===== config.mk =====
export PLATFORM = sky130hd
export DESIGN_NAME = lvl_irq_agg
export DESIGN_NICKNAME = d
export VERILOG_FILES = /design/src/rtl/lia_pkg.sv /design/src/rtl/lia_regfile.sv /design/src/rtl/lia_route.sv /design/src/rtl/lia_wake.sv /design/src/rtl/lvl_irq_agg.sv
export SDC_FILE = /design/constraint.sdc
export NUM_CORES = 1
export LEC_CHECK = 0
export ABC_AREA = 1
export CORE_ASPECT_RATIO = 1.2
export CORE_UTILIZATION = 47
export CTS_BUF_LIST = sky130_fd_sc_hd__clkbuf_4
export CTS_CLUSTER_SIZE = 40
export DETAILED_ROUTE_END_ITERATION = 10
export GPL_TIMING_DRIVEN = 0
export PLACE_DENSITY = 0.77
export SETUP_SLACK_MARGIN = 0.2
export SYNTH_ARGS = -nofsm -noshare
export SYNTH_HDL_FRONTEND = slang
export SYNTH_SLANG_ARGS = --single-unit

===== constraint.sdc =====
create_clock -name clk -period 1.2 [get_ports clk]
set_input_delay 0.24 -clock clk [delete_from_list [all_inputs] [get_ports clk]]
set_output_delay 0.24 -clock clk [all_outputs]
set_load 0.02 [all_outputs]

===== src/rtl/lia_pkg.sv =====
package lia_pkg;

    localparam int WORD_W    = 32;
    localparam int MAX_WORDS = 4;
    localparam int ADDR_W    = 5;

    typedef logic [WORD_W-1:0] word_t;

    typedef enum logic {
        REG_ENABLE = 1'b0,
        REG_STATUS = 1'b1
    } reg_kind_e;

    typedef struct packed {
        logic              wr;
        logic [ADDR_W-1:0] addr;
        word_t             data;
    } reg_req_t;

    function automatic logic [1:0] word_of(input logic [ADDR_W-1:0] a);
        return a[4:3];
    endfunction

    function automatic reg_kind_e kind_of(input logic [ADDR_W-1:0] a);
        return a[2] ? REG_STATUS : REG_ENABLE;
    endfunction

endpackage


===== src/rtl/lia_regfile.sv =====
module lia_regfile
    import lia_pkg::*;
#(
    parameter int NUM_WORDS = 4,
    parameter bit WAKE_EN   = 1'b1,
    parameter int TOT_W     = NUM_WORDS * WORD_W,
    parameter logic [TOT_W-1:0] FWD_MASK  = '0,
    parameter logic [TOT_W-1:0] WAKE_MASK = '0
) (
    input  logic             clk,
    input  logic             rst,
    input  reg_req_t         req,
    input  logic [TOT_W-1:0] src,
    input  logic [TOT_W-1:0] used,
    input  logic             suspend,
    output logic [TOT_W-1:0] en_eff,
    output word_t            rdata
);

    logic [TOT_W-1:0] en_saved;
    logic [TOT_W-1:0] wake_ovl;
    word_t            rd_nxt;

    assign wake_ovl = (WAKE_EN && suspend) ? (WAKE_MASK & used) : '0;
    assign en_eff   = en_saved | wake_ovl;

    for (genvar w = 0; w < NUM_WORDS; w++) begin : g_word
        always_ff @(posedge clk) begin
            if (rst) begin
                en_saved[w*WORD_W +: WORD_W] <= FWD_MASK[w*WORD_W +: WORD_W]
                                              & used[w*WORD_W +: WORD_W];
            end else if (req.wr && int'(word_of(req.addr)) == w
                         && kind_of(req.addr) == REG_ENABLE) begin
                en_saved[w*WORD_W +: WORD_W] <= req.data & used[w*WORD_W +: WORD_W];
            end
        end
    end

    always_comb begin
        rd_nxt = '0;
        for (int w = 0; w < NUM_WORDS; w++) begin
            if (int'(word_of(req.addr)) == w) begin
                rd_nxt = (kind_of(req.addr) == REG_STATUS) ? src[w*WORD_W +: WORD_W]
                                                           : en_eff[w*WORD_W +: WORD_W];
            end
        end
    end

    always_ff @(posedge clk) begin
        if (rst) rdata <= '0;
        else     rdata <= rd_nxt;
    end

    // a status write leaves the saved enables untouched
    a_r2_status_write_inert: assert property (@(posedge clk) disable iff (rst)
        (req.wr && kind_of(req.addr) == REG_STATUS) |=> $stable(en_saved));

    // out-of-range word reads as zero
    a_r3_range_reads_zero: assert property (@(posedge clk) disable iff (rst)
        (int'(word_of(req.addr)) >= NUM_WORDS) |=> (rdata == '0));

    // unused enable bits never set
    a_r7_unused_clear: assert property (@(posedge clk) disable iff (rst)
        ((en_eff & ~used) == '0));

endmodule


===== src/rtl/lia_route.sv =====
module lia_route
    import lia_pkg::*;
#(
    parameter int NUM_WORDS = 4,
    parameter int NUM_OUT   = 2,
    parameter int TOT_W     = NUM_WORDS * WORD_W,
    parameter logic [NUM_OUT*TOT_W-1:0] ROUTE_MASK = '1
) (
    input  logic               clk,
    input  logic               rst,
    input  logic [TOT_W-1:0]   src,
    input  logic [TOT_W-1:0]   en_eff,
    output logic [NUM_OUT-1:0] irq
);

    logic [TOT_W-1:0] live;
    assign live = src & en_eff;

    for (genvar o = 0; o < NUM_OUT; o++) begin : g_out
        always_ff @(posedge clk) begin
            if (rst) irq[o] <= 1'b0;
            else     irq[o] <= |(live & ROUTE_MASK[o*TOT_W +: TOT_W]);
        end
    end

    // nothing enabled means no parent line one clock later
    a_r5_no_enable_no_irq: assert property (@(posedge clk) disable iff (rst)
        (en_eff == '0) |=> (irq == '0));

endmodule


===== src/rtl/lia_wake.sv =====
module lia_wake
    import lia_pkg::*;
#(
    parameter int NUM_WORDS = 4,
    parameter bit WAKE_EN   = 1'b1,
    parameter int TOT_W     = NUM_WORDS * WORD_W,
    parameter logic [TOT_W-1:0] WAKE_MASK = '0
) (
    input  logic             clk,
    input  logic             rst,
    input  logic [TOT_W-1:0] src,
    input  logic [TOT_W-1:0] used,
    input  logic             suspend,
    output logic             wake
);

    always_ff @(posedge clk) begin
        if (rst) wake <= 1'b0;
        else     wake <= WAKE_EN && suspend && |(src & WAKE_MASK & used);
    end

    // wake only follows a suspended cycle
    a_r10_wake_needs_suspend: assert property (@(posedge clk) disable iff (rst)
        (!suspend) |=> (!wake));

endmodule


===== src/rtl/lvl_irq_agg.sv =====
module lvl_irq_agg
    import lia_pkg::*;
#(
    parameter int NUM_WORDS = 4,
    parameter int NUM_OUT   = 2,
    parameter bit WAKE_EN   = 1'b1,
    parameter logic [NUM_WORDS*WORD_W-1:0]         FWD_MASK   = '0,
    parameter logic [NUM_WORDS*WORD_W-1:0]         WAKE_MASK  = '0,
    parameter logic [NUM_OUT*NUM_WORDS*WORD_W-1:0] ROUTE_MASK = '1
) (
    input  logic                        clk,
    input  logic                        rst,
    input  logic                        reg_wr,
    input  logic [ADDR_W-1:0]           reg_addr,
    input  logic [WORD_W-1:0]           reg_wdata,
    output logic [WORD_W-1:0]           reg_rdata,
    input  logic [NUM_WORDS*WORD_W-1:0] src_i,
    input  logic                        suspend_i,
    output logic [NUM_OUT-1:0]          irq_o,
    output logic                        wake_o
);

    localparam int TOT_W = NUM_WORDS * WORD_W;

    function automatic logic [TOT_W-1:0] calc_used();
        logic [TOT_W-1:0] u = '0;
        for (int o = 0; o < NUM_OUT; o++) u |= ROUTE_MASK[o*TOT_W +: TOT_W];
        return u;
    endfunction

    localparam logic [TOT_W-1:0] USED = calc_used();

    reg_req_t         req;
    logic [TOT_W-1:0] en_eff;

    assign req = '{wr: reg_wr, addr: reg_addr, data: reg_wdata};

    lia_regfile #(
        .NUM_WORDS(NUM_WORDS), .WAKE_EN(WAKE_EN), .TOT_W(TOT_W),
        .FWD_MASK(FWD_MASK), .WAKE_MASK(WAKE_MASK)
    ) u_regs (
        .clk(clk), .rst(rst), .req(req), .src(src_i), .used(USED),
        .suspend(suspend_i), .en_eff(en_eff), .rdata(reg_rdata)
    );

    lia_route #(
        .NUM_WORDS(NUM_WORDS), .NUM_OUT(NUM_OUT), .TOT_W(TOT_W),
        .ROUTE_MASK(ROUTE_MASK)
    ) u_route (
        .clk(clk), .rst(rst), .src(src_i), .en_eff(en_eff), .irq(irq_o)
    );

    lia_wake #(
        .NUM_WORDS(NUM_WORDS), .WAKE_EN(WAKE_EN), .TOT_W(TOT_W),
        .WAKE_MASK(WAKE_MASK)
    ) u_wake (
        .clk(clk), .rst(rst), .src(src_i), .used(USED),
        .suspend(suspend_i), .wake(wake_o)
    );

endmodule


==> impl_metrics.ini <==
[outcome]
status = finished with violations
violations = negative setup slack

[setup_path]
critPathCaptureType = output port
cp_cell_sequence = buf_6 -> buf_6
critPathRequiredTime_ns = 0.96
r2r_end = u_route.irq[0]$_SDFF_PP0_
cp_num_buf_inv = 2
reg2reg_from = u_regs.en_eff[4]$_SDFFE_PP0P_
slowest_delay_ns = 0.34
arrival_ns = 1.15
cp_max_fo = 2
cp_slowest_cell = dfxtp_2
crit_path_frequent_cell = buf_6
r2r_slack_ns = -0.08
r2r_cells = 8
cpLargestDelayFamily = flip-flops
critical_path_class = reg2out
startpoint_type = flip-flop

[power]
leakage_nw = 4.59
peakVddDrop_mv = 0.529
power_density_nw_per_um2 = 1010

[synth]
synth_nets = 1448
ys_warn_count = 0
avgSynthCellArea_um2 = 6.55
synth-seq-cells = 161
netlist_instances = 1279
ys_types = 33
yosysSeqAreaShare_pct = 38.4
syn_area_um2 = 8380

[die]
fp.dieH_um = 148
core_um2 = 17500
io_pins = 204
die_x_um = 124
initial_utilization_pct = 47.9
num_rows = 53
dieArea_um2 = 18400

[sta]
final.setup_skew_ns = 0.0199
tightest_slew_ns = 0.886
maxSlewViolCount = 0
fmaxAchievable_ghz = 0.722
relSlewSlack_pct = 40.9
period_share_pct = 115
fin_ws_ns = -0.185
fin_crit_ns = 1.39
setup_violations = 35
hold_viol = 0
rsz0062_at_grt = yes

[drt]
drt_first_pass_iters = 7
met1Wirelength_mm = 13.2
wl_mm = 35.1
viasPerCell = 5.78
dr_wl_met2_mm = 16.0
top_layer = met4
num_vias = 10032
wl_met3_mm = 3.58
wl_per_cell_um = 20.2
drtIter0Drc = 1286
drc = 0
ant_nets = 0

[placed_design]
portBuffers = 197
post-place-ws_ns = -1.05
dp_hpwl_mm = 25.8
gp_congestion = 0.991
dpl_cell_area_um2 = 11100

[cts]
clk_latency_ns = 0.60
cts_hold_buffers = 0
clk_pin_slew_ns = 0.13
htree_levels = 4
numCtsBuffers = 17
cts-root-buf = clkbuf_4
cts.sinks = 161
cts_tree = done
clockBufferDepth = 2

[worst_hold_path]
hold_start = reg_addr[2]
hold-path-cell-count = 6
hold_path_class = in2reg
hold_path_end = u_regs.en_eff[63]$_SDFFE_PP0P_

[global_route]
antenna_found_initial = 1
grt_pass1_vias = 9168
grt_overflow = 0
grt_pass1_wl_mm = 51.0
grt_usage_pct = 37.9
grt_max_degree = 17

[finish]
area_delta_synth_final_pct = 40.9
layout.nets = 1670
fin_util_pct = 67.4
fillers = 1582
layout-drive-gt1-share_pct = 23.9
final_common_cell = nand2_1
mostFrequentLayoutCells = nand2_1 (438), clkdlybuf4s50_1 (160), nor2_1 (132)
final_cell_area_um2 = 11800

[run]
timing.max_cap.violations = 0
synth_stat cells:
cell type  instances  area share (%)
nand2_1          460              21
dfxtp_1          161              38
nor2_1           161             7.2
a21oi_1          134             8.0
o21ai_0           65             3.9
inv_1             64             2.9
a211oi_1          37             3.3
clkbuf_1          31             1.4
buf_2             30             1.8
nand4_1           14             1.0
o22ai_1           14             1.0
a211oi_2          13             1.9
a31oi_1           13            0.97
nand2_2           12            0.90
a21oi_2           10             1.0
buf_4              8            0.72
inv_2              8            0.36
o211ai_1           8            0.72
buf_6              7            0.94
o2111ai_1          6            0.63
buf_1              4            0.18
a41oi_1            3            0.31
inv_4              2            0.15
nand2_4            2            0.27
nor2_2             2            0.15
nor2_4             2            0.27
o21ai_1            2            0.12
buf_12             1            0.24
conb_1             1           0.045
nand3_1            1           0.060
nor2_8             1            0.24
nor4_1             1           0.075
o221ai_1           1            0.10
worst min-delay path: stages:
cell,delay (ns)
buf_12,0.12
inv_12,0.05
nand2_8,0.11
nor2_4,0.07
nand2_1,0.06
a21oi_1,0.06
layer usage:
layer,GRT usage (%),vias up
met5,0,-
met4,23.0,0
met3,7.02,158
met2,60.7,699
met1,46.8,4556
li1,-,4619
cell families after synthesis:
| logic type | count (synthesis) | share of synthesized area, % |
|---|---|---|
| AOI/OAI and AO/OA | 306 | 22.1 |
| buffers and inverters | 155 | 8.63 |
| other | 1 | 0.0447 |
| DFF | 161 | 38.4 |
| and+or+nand+nor | 656 | 30.8 |
worst max path at each step:
stage                               from                         endpoint  slack (ns)  cells past startpoint
3_3_place_gp                 reg_addr[4]      u_regs.rdata[13]$_SDFF_PP0_       -1.03                      6
6_report       u_route.irq[0]$_SDFF_PP0_                         irq_o[1]       -0.19                      2
5_1_grt        u_route.irq[0]$_SDFF_PP0_                         irq_o[1]       -0.23                      2
2_1_floorplan                reg_addr[2]  u_regs.en_eff[109]$_SDFFE_PP0P_        0.09                      8
4_1_cts        u_route.irq[0]$_SDFF_PP0_                         irq_o[1]       -0.20                      2
3_5_place_dp                 reg_addr[4]      u_regs.rdata[30]$_SDFF_PP0_       -1.05                      6
sequential cells by signal, summed over array words and instances (netlist names):
signal and flops:
u_regs.en_eff 128, u_regs.rdata 32, u_route.irq 1
final cells by class:
type	count	area, µm²	share of cell area [%]
multi-input combinational	963	4850	41.1
buffer	81	703	5.96
timing repair buffer	203	2040	17.3
tap	220	275	2.33
sequential	161	3320	28.1
clock inverter	13	161	1.37
inverter	74	313	2.65
antenna	1	2.50	0.0212
clock buffer	19	143	1.21
metrics by stage:
| step | power [mW] | std cells | hold WS (ns) | TNS [ns] |
|---|---|---|---|---|
| final | 11.9 | 1735 | 0.152 | -3.43 |
| after global routing | 12.3 | 1735 | 0.159 | -4.60 |
| after CTS | 11.8 | 1729 | 0.131 | -3.82 |
| after detailed placement | 8.22 | 1696 | 0.461 | -128.39 |
| after global placement | 8.21 | 1696 | 0.457 | -125.33 |
| after floorplan | 6.88 | 1279 | 0.358 | 0 |
report_power, final:
group	internal, mW	switching [mW]	leakage, nW	total, mW
clock network	1.49	2.11	0.155	3.60
logic	1.17	1.49	3.09	2.66
registers	5.56	0.115	1.34	5.68
total	8.22	3.72	4.59	11.9
what timing repair did:
item | 4_1_cts | 5_1_grt
gates resized for setup | 282 | 100
buffers inserted | 1 | 5
pin swaps | 12 | 35
endpoints found under the hold margin | 0 | 0
setup endpoints to repair | 195 | 87
(Power assumes the default switching activity.)
